==> config.mk <==
export PLATFORM = sky130hd
export DESIGN_NAME = prio_intc
export DESIGN_NICKNAME = d
export VERILOG_FILES = /design/src/rtl/prio_intc_pkg.sv /design/src/rtl/prio_intc_ctrl.sv /design/src/rtl/prio_intc_datapath.sv /design/src/rtl/prio_intc.sv
export SDC_FILE = /design/constraint.sdc
export NUM_CORES = 2
export LEC_CHECK = 0
export ABC_AREA = 0
export BUFFER_PORTS_ARGS = -buffer_cell sky130_fd_sc_hd__buf_4
export CORE_MARGIN = 4
export CORE_UTILIZATION = 50
export DETAILED_ROUTE_END_ITERATION = 6
export PLACE_DENSITY = 0.68
export SYNTH_ARGS = -nofsm -noshare
export SYNTH_HDL_FRONTEND = slang
export SYNTH_SLANG_ARGS = --single-unit
==> constraint.sdc <==
create_clock -name clk -period 242.2 [get_ports clk]
set_input_delay 24.22 -clock clk [delete_from_list [all_inputs] [get_ports clk]]
set_output_delay 24.22 -clock clk [all_outputs]
set_load 0.05 [all_outputs]
==> src/rtl/prio_intc_pkg.sv <==
package prio_intc_pkg;
  localparam int NUM_SRC = 64;
  localparam int IDX_W   = $clog2(NUM_SRC);
  localparam int HALF_W  = NUM_SRC / 2;
  localparam int ADDR_W  = 8;
  localparam int DATA_W  = 32;

  localparam logic [ADDR_W-1:0] OFS_PEND_HI  = 8'h00;
  localparam logic [ADDR_W-1:0] OFS_PEND_LO  = 8'h04;
  localparam logic [ADDR_W-1:0] OFS_MASK_HI  = 8'h08;
  localparam logic [ADDR_W-1:0] OFS_MASK_LO  = 8'h0C;
  localparam logic [ADDR_W-1:0] OFS_FORCE_HI = 8'h10;
  localparam logic [ADDR_W-1:0] OFS_FORCE_LO = 8'h14;
  localparam logic [ADDR_W-1:0] OFS_MASK_SET = 8'h1C;
  localparam logic [ADDR_W-1:0] OFS_MASK_CLR = 8'h1D;
  localparam logic [ADDR_W-1:0] OFS_SW_ACK   = 8'hE0;
  localparam logic [1:0]        PRIO_PAGE    = 2'b01;

  typedef enum logic [3:0] {
    RD_ZERO, RD_PEND_HI, RD_PEND_LO, RD_MASK_HI, RD_MASK_LO,
    RD_FORCE_HI, RD_FORCE_LO, RD_PRIO, RD_VECTOR
  } rdSel_e;

  typedef struct packed {
    logic             maskHiWr;
    logic             maskLoWr;
    logic             maskSetCmd;
    logic             maskClrCmd;
    logic             prioWr;
    logic [IDX_W-1:0] srcIdx;
    rdSel_e           rdSel;
  } strobe_t;
endpackage

==> src/rtl/prio_intc_ctrl.sv <==
module prio_intc_ctrl
  import prio_intc_pkg::*;
(
  input  logic              busWe,
  input  logic              busRe,
  input  logic [ADDR_W-1:0] busAddr,
  output strobe_t           strobe
);
  logic inPrioPage;
  assign inPrioPage = (busAddr[ADDR_W-1:IDX_W] == PRIO_PAGE);

  always_comb begin
    strobe            = '0;
    strobe.rdSel      = RD_ZERO;
    strobe.srcIdx     = busAddr[IDX_W-1:0];
    strobe.prioWr     = busWe && inPrioPage;
    strobe.maskHiWr   = busWe && (busAddr == OFS_MASK_HI);
    strobe.maskLoWr   = busWe && (busAddr == OFS_MASK_LO);
    strobe.maskSetCmd = busWe && (busAddr == OFS_MASK_SET);
    strobe.maskClrCmd = busWe && (busAddr == OFS_MASK_CLR);
    if (busRe) begin
      if (inPrioPage) strobe.rdSel = RD_PRIO;
      else begin
        case (busAddr)
          OFS_PEND_HI:  strobe.rdSel = RD_PEND_HI;
          OFS_PEND_LO:  strobe.rdSel = RD_PEND_LO;
          OFS_MASK_HI:  strobe.rdSel = RD_MASK_HI;
          OFS_MASK_LO:  strobe.rdSel = RD_MASK_LO;
          OFS_FORCE_HI: strobe.rdSel = RD_FORCE_HI;
          OFS_FORCE_LO: strobe.rdSel = RD_FORCE_LO;
          OFS_SW_ACK:   strobe.rdSel = RD_VECTOR;
          default:      strobe.rdSel = RD_ZERO;
        endcase
      end
    end
  end
endmodule

==> src/rtl/prio_intc_datapath.sv <==
module prio_intc_datapath
  import prio_intc_pkg::*;
#(
  parameter int PRIO_W   = 8,
  parameter int VEC_W    = 8,
  parameter int VEC_BASE = 64,
  parameter int VEC_IDLE = 24
) (
  input  logic               clk,
  input  logic               rstN,
  input  logic [NUM_SRC-1:0] reqIn,
  input  strobe_t            strobe,
  input  logic [DATA_W-1:0]  busWdata,
  output logic [DATA_W-1:0]  busRdata,
  output logic [PRIO_W-1:0]  irqLevel,
  output logic [VEC_W-1:0]   irqVector
);
  localparam int CMD_ALL_BIT = IDX_W;

  logic [NUM_SRC-1:0] pendReg, maskReg, forceReg, enReg, candVec;
  logic [PRIO_W-1:0]  prioMem [NUM_SRC];
  logic [PRIO_W-1:0]  bestLvl;
  logic [IDX_W-1:0]   bestIdx;
  logic               found;
  logic [VEC_W-1:0]   nextVec;

  always_ff @(posedge clk) begin
    if (!rstN) begin
      pendReg  <= '0;
      forceReg <= '0;
    end else begin
      pendReg  <= reqIn;
      forceReg <= forceReg;
    end
  end

  always_ff @(posedge clk) begin
    if (!rstN) maskReg <= '1;
    else if (strobe.maskHiWr) maskReg[NUM_SRC-1:HALF_W] <= busWdata[HALF_W-1:0];
    else if (strobe.maskLoWr) maskReg[HALF_W-1:0] <= busWdata[HALF_W-1:0];
    else if (strobe.maskSetCmd) begin
      if (busWdata[CMD_ALL_BIT]) maskReg <= '1;
      else maskReg[busWdata[IDX_W-1:0]] <= 1'b1;
    end else if (strobe.maskClrCmd) begin
      if (busWdata[CMD_ALL_BIT]) maskReg <= '0;
      else maskReg[busWdata[IDX_W-1:0]] <= 1'b0;
    end
  end

  for (genvar g = 0; g < NUM_SRC; g++) begin : g_src
    always_ff @(posedge clk) begin
      if (!rstN) begin
        prioMem[g] <= '0;
        enReg[g]   <= 1'b0;
      end else if (strobe.prioWr && strobe.srcIdx == IDX_W'(g)) begin
        prioMem[g] <= busWdata[PRIO_W-1:0];
        enReg[g]   <= |busWdata[PRIO_W-1:0];
      end
    end
    assign candVec[g] = (pendReg[g] | forceReg[g]) & enReg[g] & ~maskReg[g];
  end

  always_comb begin
    bestLvl = '0;
    bestIdx = '0;
    found   = 1'b0;
    for (int i = 0; i < NUM_SRC; i++) begin
      if (candVec[i] && prioMem[i] >= bestLvl) begin
        bestLvl = prioMem[i];
        bestIdx = IDX_W'(i);
        found   = 1'b1;
      end
    end
    nextVec = found ? VEC_W'(VEC_BASE) + VEC_W'(bestIdx) : VEC_W'(VEC_IDLE);
  end

  always_ff @(posedge clk) begin
    if (!rstN) begin
      irqLevel  <= '0;
      irqVector <= VEC_W'(VEC_IDLE);
    end else begin
      irqLevel  <= found ? bestLvl : '0;
      irqVector <= nextVec;
    end
  end

  always_comb begin
    case (strobe.rdSel)
      RD_PEND_HI:  busRdata = pendReg[NUM_SRC-1:HALF_W];
      RD_PEND_LO:  busRdata = pendReg[HALF_W-1:0];
      RD_MASK_HI:  busRdata = maskReg[NUM_SRC-1:HALF_W];
      RD_MASK_LO:  busRdata = maskReg[HALF_W-1:0];
      RD_FORCE_HI: busRdata = forceReg[NUM_SRC-1:HALF_W];
      RD_FORCE_LO: busRdata = forceReg[HALF_W-1:0];
      RD_PRIO:     busRdata = DATA_W'(prioMem[strobe.srcIdx]);
      RD_VECTOR:   busRdata = DATA_W'(irqVector);
      default:     busRdata = '0;
    endcase
  end
endmodule

==> src/rtl/prio_intc.sv <==
module prio_intc
  import prio_intc_pkg::*;
#(
  parameter int PRIO_W   = 8,
  parameter int VEC_W    = 8,
  parameter int VEC_BASE = 64,
  parameter int VEC_IDLE = 24
) (
  input  logic               clk,
  input  logic               rstN,
  input  logic [NUM_SRC-1:0] reqIn,
  input  logic               busWe,
  input  logic               busRe,
  input  logic [ADDR_W-1:0]  busAddr,
  input  logic [DATA_W-1:0]  busWdata,
  output logic [DATA_W-1:0]  busRdata,
  output logic [PRIO_W-1:0]  irqLevel,
  output logic [VEC_W-1:0]   irqVector
);
  strobe_t strobe;

  prio_intc_ctrl u_ctrl (
    .busWe(busWe), .busRe(busRe), .busAddr(busAddr), .strobe(strobe)
  );

  prio_intc_datapath #(
    .PRIO_W(PRIO_W), .VEC_W(VEC_W), .VEC_BASE(VEC_BASE), .VEC_IDLE(VEC_IDLE)
  ) u_dp (
    .clk(clk), .rstN(rstN), .reqIn(reqIn), .strobe(strobe),
    .busWdata(busWdata), .busRdata(busRdata),
    .irqLevel(irqLevel), .irqVector(irqVector)
  );
endmodule

==> results.ini <==
[run_status]
status=complete, but fails checks
violations=max-capacitance violations

[grt]
antenna_found_initial=23
grt_overflow=0
grt_max_degree=84
grt_pass1_vias=47500
gr-usage-all-layers_pct=40.7
grt_pass1_wl_um=346000

[die]
start_util_pct=50.3
core-area_um2=111000
rows=122
die_y_um=341
num_io_pins=156
dieWidth_um=341
dieArea_um2=117000

[clocking]
cts_max_path_buffers=3
clk_pin_slew_ps=60
cts_resized=0
hold_buffers=0
cts_sinks=719
cts_tree=built
clk-insertion-delay-late_ps=710
post_cts.repair.setup_buffers=0
cts_max_level=3
numCtsBuffers=87
root_buffer=clkbuf_16

[min_path]
hold_start=u_dp.enReg[14]$_SDFFE_PN0P_
hold_path.class=reg -> reg

[worst_setup_path]
path_class=reg -> reg
crit_arrival_ps=140470
timing.critical_path.fanout_max=26
ff2ff_setup_slack_ps=102210
cp-startpoint=u_dp.pendReg[0]$_SDFF_PN0_
cp_common_cell=a21oi_1
critPathBufInv=34
r2r_start=u_dp.pendReg[0]$_SDFF_PN0_
slowest_stage=a2111oi_0
start_kind=register
crit_family=compound AO/OA/AOI/OAI gates
slowest_delay_ps=1000
cp.required_ps=242670
critPathCaptureType=register

[finish]
syn2layout_area_growth_pct=9.89
finalNetCount=6479
drive_above_1_share_pct=12.6
nFillCells=9994
final_cell_mix=512 x edfxtp_1, 479 x nand2_1, 444 x ha_1
final_common_cell=edfxtp_1
stdcell_area_um2=61100
final_core_util_pct=55.3

[route]
vias_per_cell=6.91
ant_nets=0
drc=0
first_pass_iters=7
routedWlPerCell_um=32.6
postRouteWirelength_um=245000
via_count=51800
drtIter0Drc=8058

[synth]
syn_nets=6482
async_reset_ff_share_pct=0
synth_area_um2=55600
synth_edf_count=512
synth_seq_cells=719
yosys_most_used_dff=edfxtp_1
ys_seq_area_share_pct=35.1
synthCells=5930
synth.avg_cell_area_um2=9.37
ys_types=123
yosysWarnings=0

[timing]
worst_pin_slew_ps=1480
hold_viol_final=0
slew-limit-headroom_pct=0.756
drv_slew=0
setup_viol=0
setup_tns_ps=0
rsz0062_at_grt=false
period_share_pct=57.8
fmax_ghz=0.00714
period_needed_ps=139990
clock-skew-final_ps=48.9

[placed_design]
io_buffers=154
placed_area_um2=58200
gp_congestion=1.07
dp_hpwl_um=187000

[power]
ir_drop_v=0.00000590
p_leak_nw=24.4
p_per_area_nw_per_um2=5.16

[run]
maxCapViolCount=1

==> per-layer routing <==
metal  share of wire, %  GRT usage (%)  vias to the layer above  wire length [µm]
met3                 13           11.7                      659             32400
met1                 40           56.2                    25100             97200
met4                5.6           18.6                       16             13700
met5              0.085          0.750                        -               208
met2                 41           59.2                     3691            101000
li1                   -              -                    22300                 -
==> flip-flops by register name, summed over array words and instances, names as in the netlist <==
signal and count:
u_dp.irqVector 7, u_dp.pendReg 64, u_dp.enReg 64, u_dp.maskReg 64, u_dp.irqLevel 8, u_dp.prioMem 512
==> cells in the mapped netlist, drive strengths merged (97+ instances only) <==
library cell  number  share of area (%)
o21a              97                1.3
and2             425                4.8
clkbuf           330                2.2
nor2             382                2.6
dfxtp            207                7.5
nand3            129                1.2
a21oi            362                3.3
edfxtp           512                 28
nand2b           122                1.4
and3             262                3.0
nand2            480                3.2
o21ai            327                3.0
a21o             201                2.7
ha               444                 10
mux4             168                6.8
inv              318                2.1
==> where the power goes <==
group	internal [mW]	switching (mW)	total, mW
Combinational	0.0139	0.0234	0.0372
Clock	0.0755	0.0568	0.132
Sequential	0.137	0.00853	0.145
Total	0.226	0.0887	0.315
==> tightest hold or removal path: stages (launching register included) <==
cell     delay, ps
dfxtp_1        310
inv_1           50
o32ai_1         60
==> kinds of logic after synthesis <==
group	after synthesis	share of synthesized area, %
and+or+nand+nor	2126	20.2
AOI/OAI and AO/OA	1690	21.3
DFF	719	35.1
buffers and inverters	684	4.67
adders and majority gates	456	10.2
muxes	254	8.43
other	1	0.00675
==> path summary, 6_finish.rpt <==
check,endpoint,depth (start not counted)
worst max-delay path,u_dp.irqVector[5]$_SDFF_PP0_,567
worst min-delay path,u_dp.enReg[14]$_SDFFE_PN0P_,2
worst max register to register,u_dp.irqVector[5]$_SDFF_PP0_,567
worst min register to register,u_dp.enReg[14]$_SDFFE_PN0P_,2
==> area by class of cell <==
type                       count  area, µm²  area share [%]
sequential                   719      19500            32.0
tap                         1488       1860            3.05
clock buffer                 122       2450            4.02
antenna                       12       30.0          0.0492
multi-input combinational   4527      33600            54.9
inverter                     318       1190            1.95
timing repair buffer         274       2070            3.39
clock inverter                41        384           0.629
==> per-stage QoR <==
| stage | instances | power (mW) | hold slack, ps | worst slack, ps |
|---|---|---|---|---|
| CTS | 7489 | 0.313 | 455 | 106260 |
| global route | 7489 | 0.322 | 465 | 92790 |
| floorplan | 5930 | 0.164 | 430 | 121970 |
| detailed placement | 7326 | 0.183 | 447 | 106870 |
| global placement | 7326 | 0.183 | 442 | 107800 |
| finish | 7501 | 0.315 | 460 | 102210 |
Note: power is estimated with default switching activity, not from simulation.
